File: config.mk
export PLATFORM = sky130hd
export DESIGN_NAME = seqdisp_wr_ctrl
export DESIGN_NICKNAME = d
export VERILOG_FILES = /design/src/rtl/seqdisp_pkg.sv /design/src/rtl/seqdisp_strobe_sync.sv /design/src/rtl/seqdisp_mode_reg.sv /design/src/rtl/seqdisp_sequencer.sv /design/src/rtl/seqdisp_wr_ctrl.sv
export SDC_FILE = /design/constraint.sdc
export NUM_CORES = 1
export LEC_CHECK = 0
export BUFFER_PORTS_ARGS = -buffer_cell sky130_fd_sc_hd__buf_4
export CELL_PAD_IN_SITES_DETAIL_PLACEMENT = 1
export CELL_PAD_IN_SITES_GLOBAL_PLACEMENT = 1
export CORE_MARGIN = 2
export CORE_UTILIZATION = 37
export CTS_CLUSTER_DIAMETER = 60
export DETAILED_ROUTE_END_ITERATION = 16
export PLACE_DENSITY_LB_ADDON = 0.1
export SLEW_MARGIN = 20
export SYNTH_ARGS = -nofsm -noshare
export SYNTH_HDL_FRONTEND = slang
export SYNTH_SLANG_ARGS = --single-unit
File: constraint.sdc
create_clock -name clk_i -period 1.61 [get_ports clk_i]
set_clock_uncertainty 0.15 [all_clocks]
set_input_delay 0.0805 -clock clk_i [delete_from_list [all_inputs] [get_ports clk_i]]
set_output_delay 0.0805 -clock clk_i [all_outputs]
set_load 0.05 [all_outputs]
File: src/rtl/seqdisp_pkg.sv
package seqdisp_pkg;
   localparam int unsigned BUS_W  = 8;
   // control word bit positions (the downstream decoder relies on them)
   localparam int unsigned CW_RUN = 4;
   localparam int unsigned CW_RAW = 5;
   localparam int unsigned CW_HEX = 6;
   localparam int unsigned CW_ARM = 7;
   // decoded byte layout
   localparam int unsigned DP_BIT = 7;
   localparam int unsigned CODE_W = 4;

   typedef struct packed {
      logic hex;
      logic raw;
      logic run;
   } mode_flags_t;
endpackage

File: src/rtl/seqdisp_strobe_sync.sv
module seqdisp_strobe_sync #(
   parameter int unsigned SYNC_STAGES = 2
) (
   input  logic clk_i,
   input  logic rst_ni,
   input  logic strobe_ni,
   output logic release_o
);
   if (SYNC_STAGES < 2) begin : g_bad_stages
      $error("SYNC_STAGES must be at least 2");
   end

   logic [SYNC_STAGES-1:0] chain_q;
   logic                   last_q;

   for (genvar s = 0; s < SYNC_STAGES; s++) begin : g_stage
      if (s == 0) begin : g_first
         always_ff @(posedge clk_i or negedge rst_ni) begin
            if (!rst_ni) chain_q[0] <= 1'b1;
            else         chain_q[0] <= strobe_ni;
         end
      end else begin : g_next
         always_ff @(posedge clk_i or negedge rst_ni) begin
            if (!rst_ni) chain_q[s] <= 1'b1;
            else         chain_q[s] <= chain_q[s-1];
         end
      end
   end

   always_ff @(posedge clk_i or negedge rst_ni) begin
      if (!rst_ni) last_q <= 1'b1;
      else         last_q <= chain_q[SYNC_STAGES-1];
   end

   assign release_o = chain_q[SYNC_STAGES-1] & ~last_q;


   single_release_chk: assert property (@(posedge clk_i) disable iff (!rst_ni)
      release_o |=> !release_o);
endmodule

File: src/rtl/seqdisp_mode_reg.sv
module seqdisp_mode_reg
   import seqdisp_pkg::*;
(
   input  logic        clk_i,
   input  logic        rst_ni,
   input  logic        load_i,
   input  logic [2:0]  word_i,
   output mode_flags_t flags_o
);
   mode_flags_t flags_q;

   always_ff @(posedge clk_i or negedge rst_ni) begin
      if (!rst_ni) begin
         flags_q <= '0;
      end else if (load_i) begin
         flags_q.run <= word_i[CW_RUN-4];
         flags_q.raw <= word_i[CW_RAW-4];
         flags_q.hex <= word_i[CW_HEX-4];
      end
   end

   assign flags_o = flags_q;


   flags_hold_chk: assert property (@(posedge clk_i) disable iff (!rst_ni)
      !$past(load_i) |-> $stable(flags_o));
endmodule

File: src/rtl/seqdisp_sequencer.sv
module seqdisp_sequencer
   import seqdisp_pkg::*;
#(
   parameter int unsigned DEPTH   = 8,
   parameter bit          MASK_DC = 1'b1,
   localparam int unsigned AW     = $clog2(DEPTH)
) (
   input  logic             clk_i,
   input  logic             rst_ni,
   input  logic             ctrl_stb_i,
   input  logic             data_stb_i,
   input  logic             arm_i,
   input  logic             raw_i,
   input  logic [BUS_W-1:0] bus_i,
   output logic             we_o,
   output logic [AW-1:0]    addr_o,
   output logic [BUS_W-1:0] data_o,
   output logic             armed_o
);
   if (DEPTH < 2) begin : g_bad_depth
      $error("DEPTH must be at least 2");
   end

   localparam logic [AW-1:0] LAST = AW'(DEPTH - 1);

   logic             armed_q;
   logic [AW-1:0]    cnt_q;
   logic [BUS_W-1:0] store_byte;

   if (MASK_DC) begin : g_mask
      always_comb begin
         store_byte = bus_i;
         if (!raw_i) begin
            store_byte = '0;
            store_byte[DP_BIT]     = bus_i[DP_BIT];
            store_byte[CODE_W-1:0] = bus_i[CODE_W-1:0];
         end
      end
   end else begin : g_pass
      assign store_byte = bus_i;
   end

   always_ff @(posedge clk_i or negedge rst_ni) begin
      if (!rst_ni) begin
         armed_q <= 1'b0;
         cnt_q   <= '0;
         we_o    <= 1'b0;
         addr_o  <= '0;
         data_o  <= '0;
      end else begin
         we_o <= 1'b0;
         if (ctrl_stb_i) begin
            armed_q <= arm_i;
            cnt_q   <= '0;
         end else if (data_stb_i && armed_q) begin
            we_o   <= 1'b1;
            addr_o <= cnt_q;
            data_o <= store_byte;
            if (cnt_q == LAST) begin
               armed_q <= 1'b0;
               cnt_q   <= '0;
            end else begin
               cnt_q <= cnt_q + 1'b1;
            end
         end
      end
   end

   assign armed_o = armed_q;


   we_needs_arm_chk: assert property (@(posedge clk_i) disable iff (!rst_ni)
      we_o |-> $past(armed_q));


   disarm_cause_chk: assert property (@(posedge clk_i) disable iff (!rst_ni)
      $fell(armed_q) |-> ((we_o && addr_o == LAST) || $past(ctrl_stb_i)));


   arm_source_chk: assert property (@(posedge clk_i) disable iff (!rst_ni)
      $rose(armed_q) |-> $past(ctrl_stb_i && arm_i));
endmodule

File: src/rtl/seqdisp_wr_ctrl.sv
module seqdisp_wr_ctrl
   import seqdisp_pkg::*;
#(
   parameter int unsigned DEPTH       = 8,
   parameter int unsigned SYNC_STAGES = 2,
   parameter bit          MASK_DC     = 1'b1,
   localparam int unsigned AW         = $clog2(DEPTH)
) (
   input  logic             clk_i,
   input  logic             rst_ni,
   input  logic             wr_ni,
   input  logic             sel_ctrl_i,
   input  logic [BUS_W-1:0] bus_i,
   output logic             mem_we_o,
   output logic [AW-1:0]    mem_addr_o,
   output logic [BUS_W-1:0] mem_data_o,
   output logic             run_o,
   output logic             raw_o,
   output logic             hex_o,
   output logic             blank_o
);
   logic        release_s;
   logic        ctrl_stb;
   logic        data_stb;
   mode_flags_t flags;

   seqdisp_strobe_sync #(.SYNC_STAGES(SYNC_STAGES)) u_sync (
      .clk_i     (clk_i),
      .rst_ni    (rst_ni),
      .strobe_ni (wr_ni),
      .release_o (release_s)
   );

   assign ctrl_stb = release_s &  sel_ctrl_i;
   assign data_stb = release_s & ~sel_ctrl_i;

   seqdisp_mode_reg u_mode (
      .clk_i   (clk_i),
      .rst_ni  (rst_ni),
      .load_i  (ctrl_stb),
      .word_i  (bus_i[CW_HEX:CW_RUN]),
      .flags_o (flags)
   );

   seqdisp_sequencer #(.DEPTH(DEPTH), .MASK_DC(MASK_DC)) u_seq (
      .clk_i      (clk_i),
      .rst_ni     (rst_ni),
      .ctrl_stb_i (ctrl_stb),
      .data_stb_i (data_stb),
      .arm_i      (bus_i[CW_ARM]),
      .raw_i      (flags.raw),
      .bus_i      (bus_i),
      .we_o       (mem_we_o),
      .addr_o     (mem_addr_o),
      .data_o     (mem_data_o),
      .armed_o    (blank_o)
   );

   assign run_o = flags.run;
   assign raw_o = flags.raw;
   assign hex_o = flags.hex;


   decode_mask_chk: assert property (@(posedge clk_i) disable iff (!rst_ni)
      (mem_we_o && !raw_o && MASK_DC) |-> (mem_data_o[6:4] == 3'b000));
endmodule

==> flow_metrics.tcl, run 1 <==
set metrics [dict create \
    run_status "finished, final reports clean" \
    crit_required_ns 1.65 \
    yosysTopAreaCellShare_pct 55.6 \
    fp.dieH_um 52.1 \
    final-hold-violation-count 0 \
    first_pass_iters 4 \
    ant_nets 0 \
    cts-htree-levels 1 \
    core_um2 2190 \
    drive_gt1_share_pct 47.2 \
    die_area_um2 2710 \
    r2r_cells 3 \
    dp_hpwl_um 1230 \
    pre_cts_ws_ns 0.0374 \
    synth_area_leader_cell "dfrtp_1" \
    path_clk_slew_ns 0.12 \
    synth_most_common_cell "dfrtp_1" \
    grt_max_degree 23 \
    ys_ff_latch 22 \
    r2r-end "u_seq.data_o[7]$_DFFE_PN0P_" \
    synth_warnings 0 \
    hold_slack_ns 0.0456 \
    cts-buffers-inserted 3 \
    criticalPathCategory "register to register" \
    fin_tns_setup_ns 0 \
    critical_path_peak_fanout 12 \
    worst_slack_ns 0.0477 \
    maxSlewHeadroom_pct 81.4 \
    diodes 0 \
    layout.nets 121 \
    synth_common_cells "dfrtp_1 (19), mux2_2 (11), nand2_1 (7), o21ai_0 (6)" \
    vias 637 \
    grt_overflow 0 \
    placed_cells 118 \
    async_flop_share_pct 100 \
    cts_root_buf "clkbuf_4" \
    clkSinkCount 22 \
    rows 17 \
    synthFlopType "dfrtp_1" \
    drt_iter0_markers 5 \
    gr-usage-all-layers_pct 16.2 \
    grt_pass1_vias 675 \
    syn_nets 77 \
    drc 0 \
    cap_viol_max_count 0 \
    period_share_pct 97.0 \
    synth.distinct_cells 15 \
    layout_min_cycle_time_ns 1.56 \
    multi_input_area_um2 270 \
    maxSlewViolCount 0 \
    area_growth_pct 45.6 \
    rsz0062_at_grt "yes" \
    worstSetupStartpointType "register" \
    synthesis.area_um2 856 \
    die_w_um 52.1 \
    gp_congestion 0.729 \
    synth_edf_count 0 \
    instances_no_fill 134 \
    routedWlPerCell_um 13.1 \
    grt_first_pass_wirelength_um 3130 \
    setup_viol 0 \
    clock.fmax_mhz 640 \
    avgSynthCellArea_um2 13.6 \
    port_buffers 27 \
    ys_seq_area_share_pct 64.8 \
    p_leak_uw 0.000613 \
    finalWirelength_um 1760 \
    tightest_slew_ns 0.279 \
    min_path_type "input port to asynchronous set/reset pin" \
    synthTopCellsByArea "dfrtp_1 (56%), mux2_2 (14%), dfstp_2 (9.2%)" \
    reg2reg_slack_ns 0.05 \
    p_per_area_nw_per_um2 1370 \
    cts_tree "built" \
    antenna_found_initial 0 \
    initial_core_util_pct 39.1 \
    cp_data_arrival_time_ns 1.60 \
    cts_max_path_buffers 2 \
    clock_latency_ns 0.30 \
    viasPerCell 4.75 \
    synthCells 63 \
    peakVddDrop_v 0.000774 \
    ioPinCount 28 \
    crit_path_end_kind "register" \
    seqCellArea_um2 556 \
    fill_cells 241 \
    fin_util_pct 56.9 \
    worst_r2r_startpoint "u_sync.chain_q[1]$_DFF_PN1_" \
]
==> report_power, final <==
group | total [uW] | switching (uW) | internal, uW
combinational | 721 | 475 | 246
clock | 251 | 155 | 96.4
sequential | 741 | 71.1 | 670
total | 1710 | 701 | 1010
==> repair_timing <==
| item | 4_1_cts | 5_1_grt |
|---|---|---|
| gates resized for setup | 0 | 2 |
| buffers inserted | 0 | 1 |
| endpoints found under the setup margin | 0 | 9 |
| hold buffers | 11 | 0 |
| endpoints found under the hold margin | 35 | 0 |
==> worst max-delay path by stage <==
| stage | from | endpoint | slack (ns) |
|---|---|---|---|
| floorplan | u_seq.armed_o$_DFFE_PN0P_ | u_seq.data_o[0]$_DFFE_PN0P_ | 0.13 |
| global placement | u_sync.chain_q[1]$_DFF_PN1_ | u_seq.data_o[7]$_DFFE_PN0P_ | 0.08 |
| detailed placement | u_sync.chain_q[1]$_DFF_PN1_ | u_seq.data_o[0]$_DFFE_PN0P_ | 0.04 |
| CTS | u_sync.chain_q[1]$_DFF_PN1_ | u_seq.data_o[0]$_DFFE_PN0P_ | 0.03 |
| global route | u_sync.chain_q[1]$_DFF_PN1_ | u_seq.data_o[7]$_DFFE_PN0P_ | -0.007 |
| finish | u_sync.chain_q[1]$_DFF_PN1_ | u_seq.data_o[7]$_DFFE_PN0P_ | 0.05 |
==> stage by stage <==
step	total power, uW	cell area (um2)
global route	1800	1250
CTS	1740	1240
detailed placement	1460	1100
floorplan	1220	857
global placement	1450	1100
finish	1710	1250
==> state kept, by name, summed over array words and instances (netlist names) <==
register and flops:
u_mode.flags_o 3, u_seq.addr_o 3, u_seq.armed_o 1, u_seq.cnt_q 3
u_seq.data_o 8, u_seq.we_o 1, u_sync.chain_q 2, u_sync.last_q 1
==> cells by family (layout without fill, tap and decap cells) <==
| kind of cell | after synthesis | after routing | share of synthesized area, % |
|---|---|---|---|
| simple gates | 15 | 15 | 8.63 |
| flops | 22 | 22 | 64.8 |
| mux | 11 | 11 | 14.5 |
| compound gates | 8 | 8 | 5.26 |
| fa+ha+maj | 2 | 2 | 2.92 |
| buf+inv | 5 | 48 | 3.95 |
==> critical path: stages (launching register included) <==
cell and delay (ns):
dfstp_2 0.56, and4bb_2 0.28, buf_12 0.14, mux2_2 0.33
==> placed cells by master (no fill, tap or decap), types with 3 or more instances in the layout <==
| master | count |
|---|---|
| inv_1 | 3 |
| nand2_1 | 7 |
| mux2_2 | 11 |
| dlygate4sd3_1 | 11 |
| buf_4 | 29 |
| dfstp_2 | 3 |
| nand3_1 | 3 |
| clkbuf_4 | 3 |
| dfrtp_1 | 18 |
| o21ai_0 | 6 |
==> layer usage <==
layer,vias up,routed length (um),GRT usage [%],share of wire [%]
met1,318,699,19.4,40
met5,-,0,0,0
li1,300,-,-,-
met3,2,71,3.74,4.0
met2,17,970,27.2,55
met4,0,16,7.89,0.91
==> final cells by class <==
class                   instances  share of cell area, %
multi-input cells              36                   21.7
repair buffers                 41                   27.9
clock buffers                   4                   2.11
well taps                      28                   2.81
inverters                       3                  0.904
flip-flops and latches         22                   44.6
Power figures use the tool's default switching activity.
==> inputs of run 2 (changes only) <==
--- a/config.mk
+++ b/config.mk
@@ -9,11 +9,12 @@
 export CELL_PAD_IN_SITES_DETAIL_PLACEMENT = 1
 export CELL_PAD_IN_SITES_GLOBAL_PLACEMENT = 1
 export CORE_MARGIN = 2
-export CORE_UTILIZATION = 37
+export CORE_UTILIZATION = 39
 export CTS_CLUSTER_DIAMETER = 60
 export DETAILED_ROUTE_END_ITERATION = 16
 export PLACE_DENSITY_LB_ADDON = 0.1
 export SLEW_MARGIN = 20
 export SYNTH_ARGS = -nofsm -noshare
 export SYNTH_HDL_FRONTEND = slang
+export SYNTH_HIERARCHICAL = 1
 export SYNTH_SLANG_ARGS = --single-unit
==> flow_metrics.tcl, run 2 <==
set metrics [dict create \
    grt_overflow 0 \
    clock_latency_ns 0.29 \
    synth_most_common_cell "dfrtp_1" \
    placed_cells 119 \
    cts-htree-levels 1 \
    layout.nets 121 \
    cts-buffers-inserted 3 \
    synthCells 63 \
    drc 0 \
    p_leak_uw 0.000738 \
    vias 627 \
    antenna_found_initial 0 \
    first_pass_iters 1 \
    setup_viol 3 \
    worst_slack_ns -0.0133 \
    diodes 0 \
    gr-usage-all-layers_pct 14.8 \
    cp_data_arrival_time_ns 1.66 \
    maxSlewViolCount 0 \
    instances_no_fill 134 \
    grt_first_pass_wirelength_um 2940 \
    period_share_pct 101 \
    ys_seq_area_share_pct 59.9 \
    largest_register_ffs 8 \
    maxSlewHeadroom_pct 73.7 \
    initial_core_util_pct 41.4 \
    ioPinCount 28 \
    synthesis.area_um2 925 \
    rows 17 \
    synth_edf_count 0 \
    r2r_cells 4 \
    gp_congestion 0.728 \
    ys_ff_latch 22 \
    routedWlPerCell_um 12.7 \
    violations "negative setup slack" \
    crit_path_end_kind "register" \
    cts_setup_buffers 0 \
    cts_tree "built" \
    worstSetupStartpointType "register" \
    avgSynthCellArea_um2 14.7 \
    drt_iter0_markers 0 \
    clock.fmax_mhz 616 \
    grt_max_degree 23 \
    syn_nets 77 \
    viasPerCell 4.68 \
    synthTopCellsByArea "dfrtp_1 (51%), mux2_4 (9.7%), dfstp_2 (8.5%)" \
    cap_viol_max_count 0 \
    die_w_um 52.7 \
    ant_nets 0 \
    core_um2 2230 \
    synthFlopType "dfrtp_1" \
    die_area_um2 2780 \
    drive_gt1_share_pct 53.8 \
    min_path_type "input port to asynchronous set/reset pin" \
    yosysTopAreaCellShare_pct 51.4 \
    rsz0062_at_grt "yes" \
    run_status "finished, violations left" \
    area_growth_pct 44.8 \
    path_clk_slew_ns 0.12 \
    dp_hpwl_um 1190 \
    top_register "u_seq/data_o" \
    peakVddDrop_v 0.000757 \
    cts_max_path_buffers 2 \
    hold_slack_ns 0.0436 \
    synth_common_cells "dfrtp_1 (19), mux2_4 (6), mux2_2 (5)" \
    grt_pass1_vias 653 \
    synth_warnings 6 \
    criticalPathCategory "register to register" \
    port_buffers 27 \
    crit_required_ns 1.65 \
    finalWirelength_um 1700 \
    fp.dieH_um 52.7 \
    synth.distinct_cells 19 \
    clkSinkCount 22 \
    layout_min_cycle_time_ns 1.62 \
    final_cell_mix "buf_4 (29), dfrtp_1 (19), dlygate4sd3_1 (10)" \
    p_per_area_nw_per_um2 1370 \
    critical_path_peak_fanout 5 \
    async_flop_share_pct 100 \
    cts_root_buf "clkbuf_4" \
    final_common_cell "buf_4" \
    final-hold-violation-count 0 \
    pre_cts_ws_ns -0.0503 \
    tightest_slew_ns 0.394 \
    synth_area_leader_cell "dfrtp_1" \
]
run 2: through the flow:
stage / util, % / cell area, um2 / TNS (ns) / power (uW)
after floorplan: - / 947 / -0.704 / 1290
after global placement: 52.8 / 1180 / -0.0266 / 1520
after global routing: 59.9 / 1340 / -0.779 / 1930
after CTS: 59.8 / 1340 / -0.140 / 1860
final: 59.9 / 1340 / -0.0334 / 1830
after detailed placement: 52.8 / 1180 / -0.332 / 1540
run 2: logic make-up (layout without fill, tap and decap cells):
group                      Yosys count  after routing  share of synthesized area [%]
DFF                                 22             22                           59.9
AOI/OAI and AO/OA                    8              8                           6.49
adders and majority gates            2              2                           2.71
muxes                               14             14                           19.1
buffers and inverters                6             48                           3.38
and+or+nand+nor                     11             12                           8.39
run 2: where the power goes:
| group | switching [uW] | leakage [uW] | internal (uW) |
|---|---|---|---|
| Sequential | 78.8 | 0.000273 | 672 |
| Clock | 154 | 0.0000210 | 138 |
| Combinational | 499 | 0.000443 | 290 |
run 2: area by class of cell:
cell class / count / area, um2
clock buffer: 4 / 36.3
fill: 247 / 895
inverter: 4 / 15.0
multi-input combinational: 36 / 369
sequential: 22 / 554
tap: 28 / 35.0
timing repair buffer: 40 / 329
run 2: repair_timing:
action | 4_1_cts | 5_1_grt
resized for setup | 1 | 2
hold buffers | 10 | 0
gates cloned | 1 | 0
setup endpoints to repair | 11 | 18
endpoints found under the hold margin | 35 | 0
run 2: final timing paths:
path / from / endpoint / slack, ns
setup / recovery: u_sync/chain_q[1]$_DFF_PN1_ / u_seq/data_o[1]$_DFFE_PN0P_ / -0.01
hold / removal: rst_ni / u_seq/cnt_q[0]$_DFFE_PN0P_ / 0.04
setup reg to reg: u_sync/chain_q[1]$_DFF_PN1_ / u_seq/data_o[1]$_DFFE_PN0P_ / -0.01
hold reg to reg: u_sync/chain_q[0]$_DFF_PN1_ / u_sync/chain_q[1]$_DFF_PN1_ / 0.21
max in group asynchronous: rst_ni / u_sync/chain_q[1]$_DFF_PN1_ / 0.99
min in group clk_i: sel_ctrl_i / u_seq/cnt_q[1]$_DFFE_PN0P_ / 0.09
run 2: worst max-delay path: stages (launching register included):
cell,delay [ns]
dfstp_2,0.55
nor2b_4,0.13
and2b_2,0.22
nand3b_4,0.14
mux2_4,0.33
run 2: layer usage:
metal | vias to the layer above | wire length, um | global-route usage (%)
met4 | 0 | 16 | 5.13
met5 | - | 0 | 0
li1 | 302 | - | -
met3 | 2 | 91 | 2.57
met2 | 19 | 831 | 25.8
met1 | 304 | 762 | 18.2
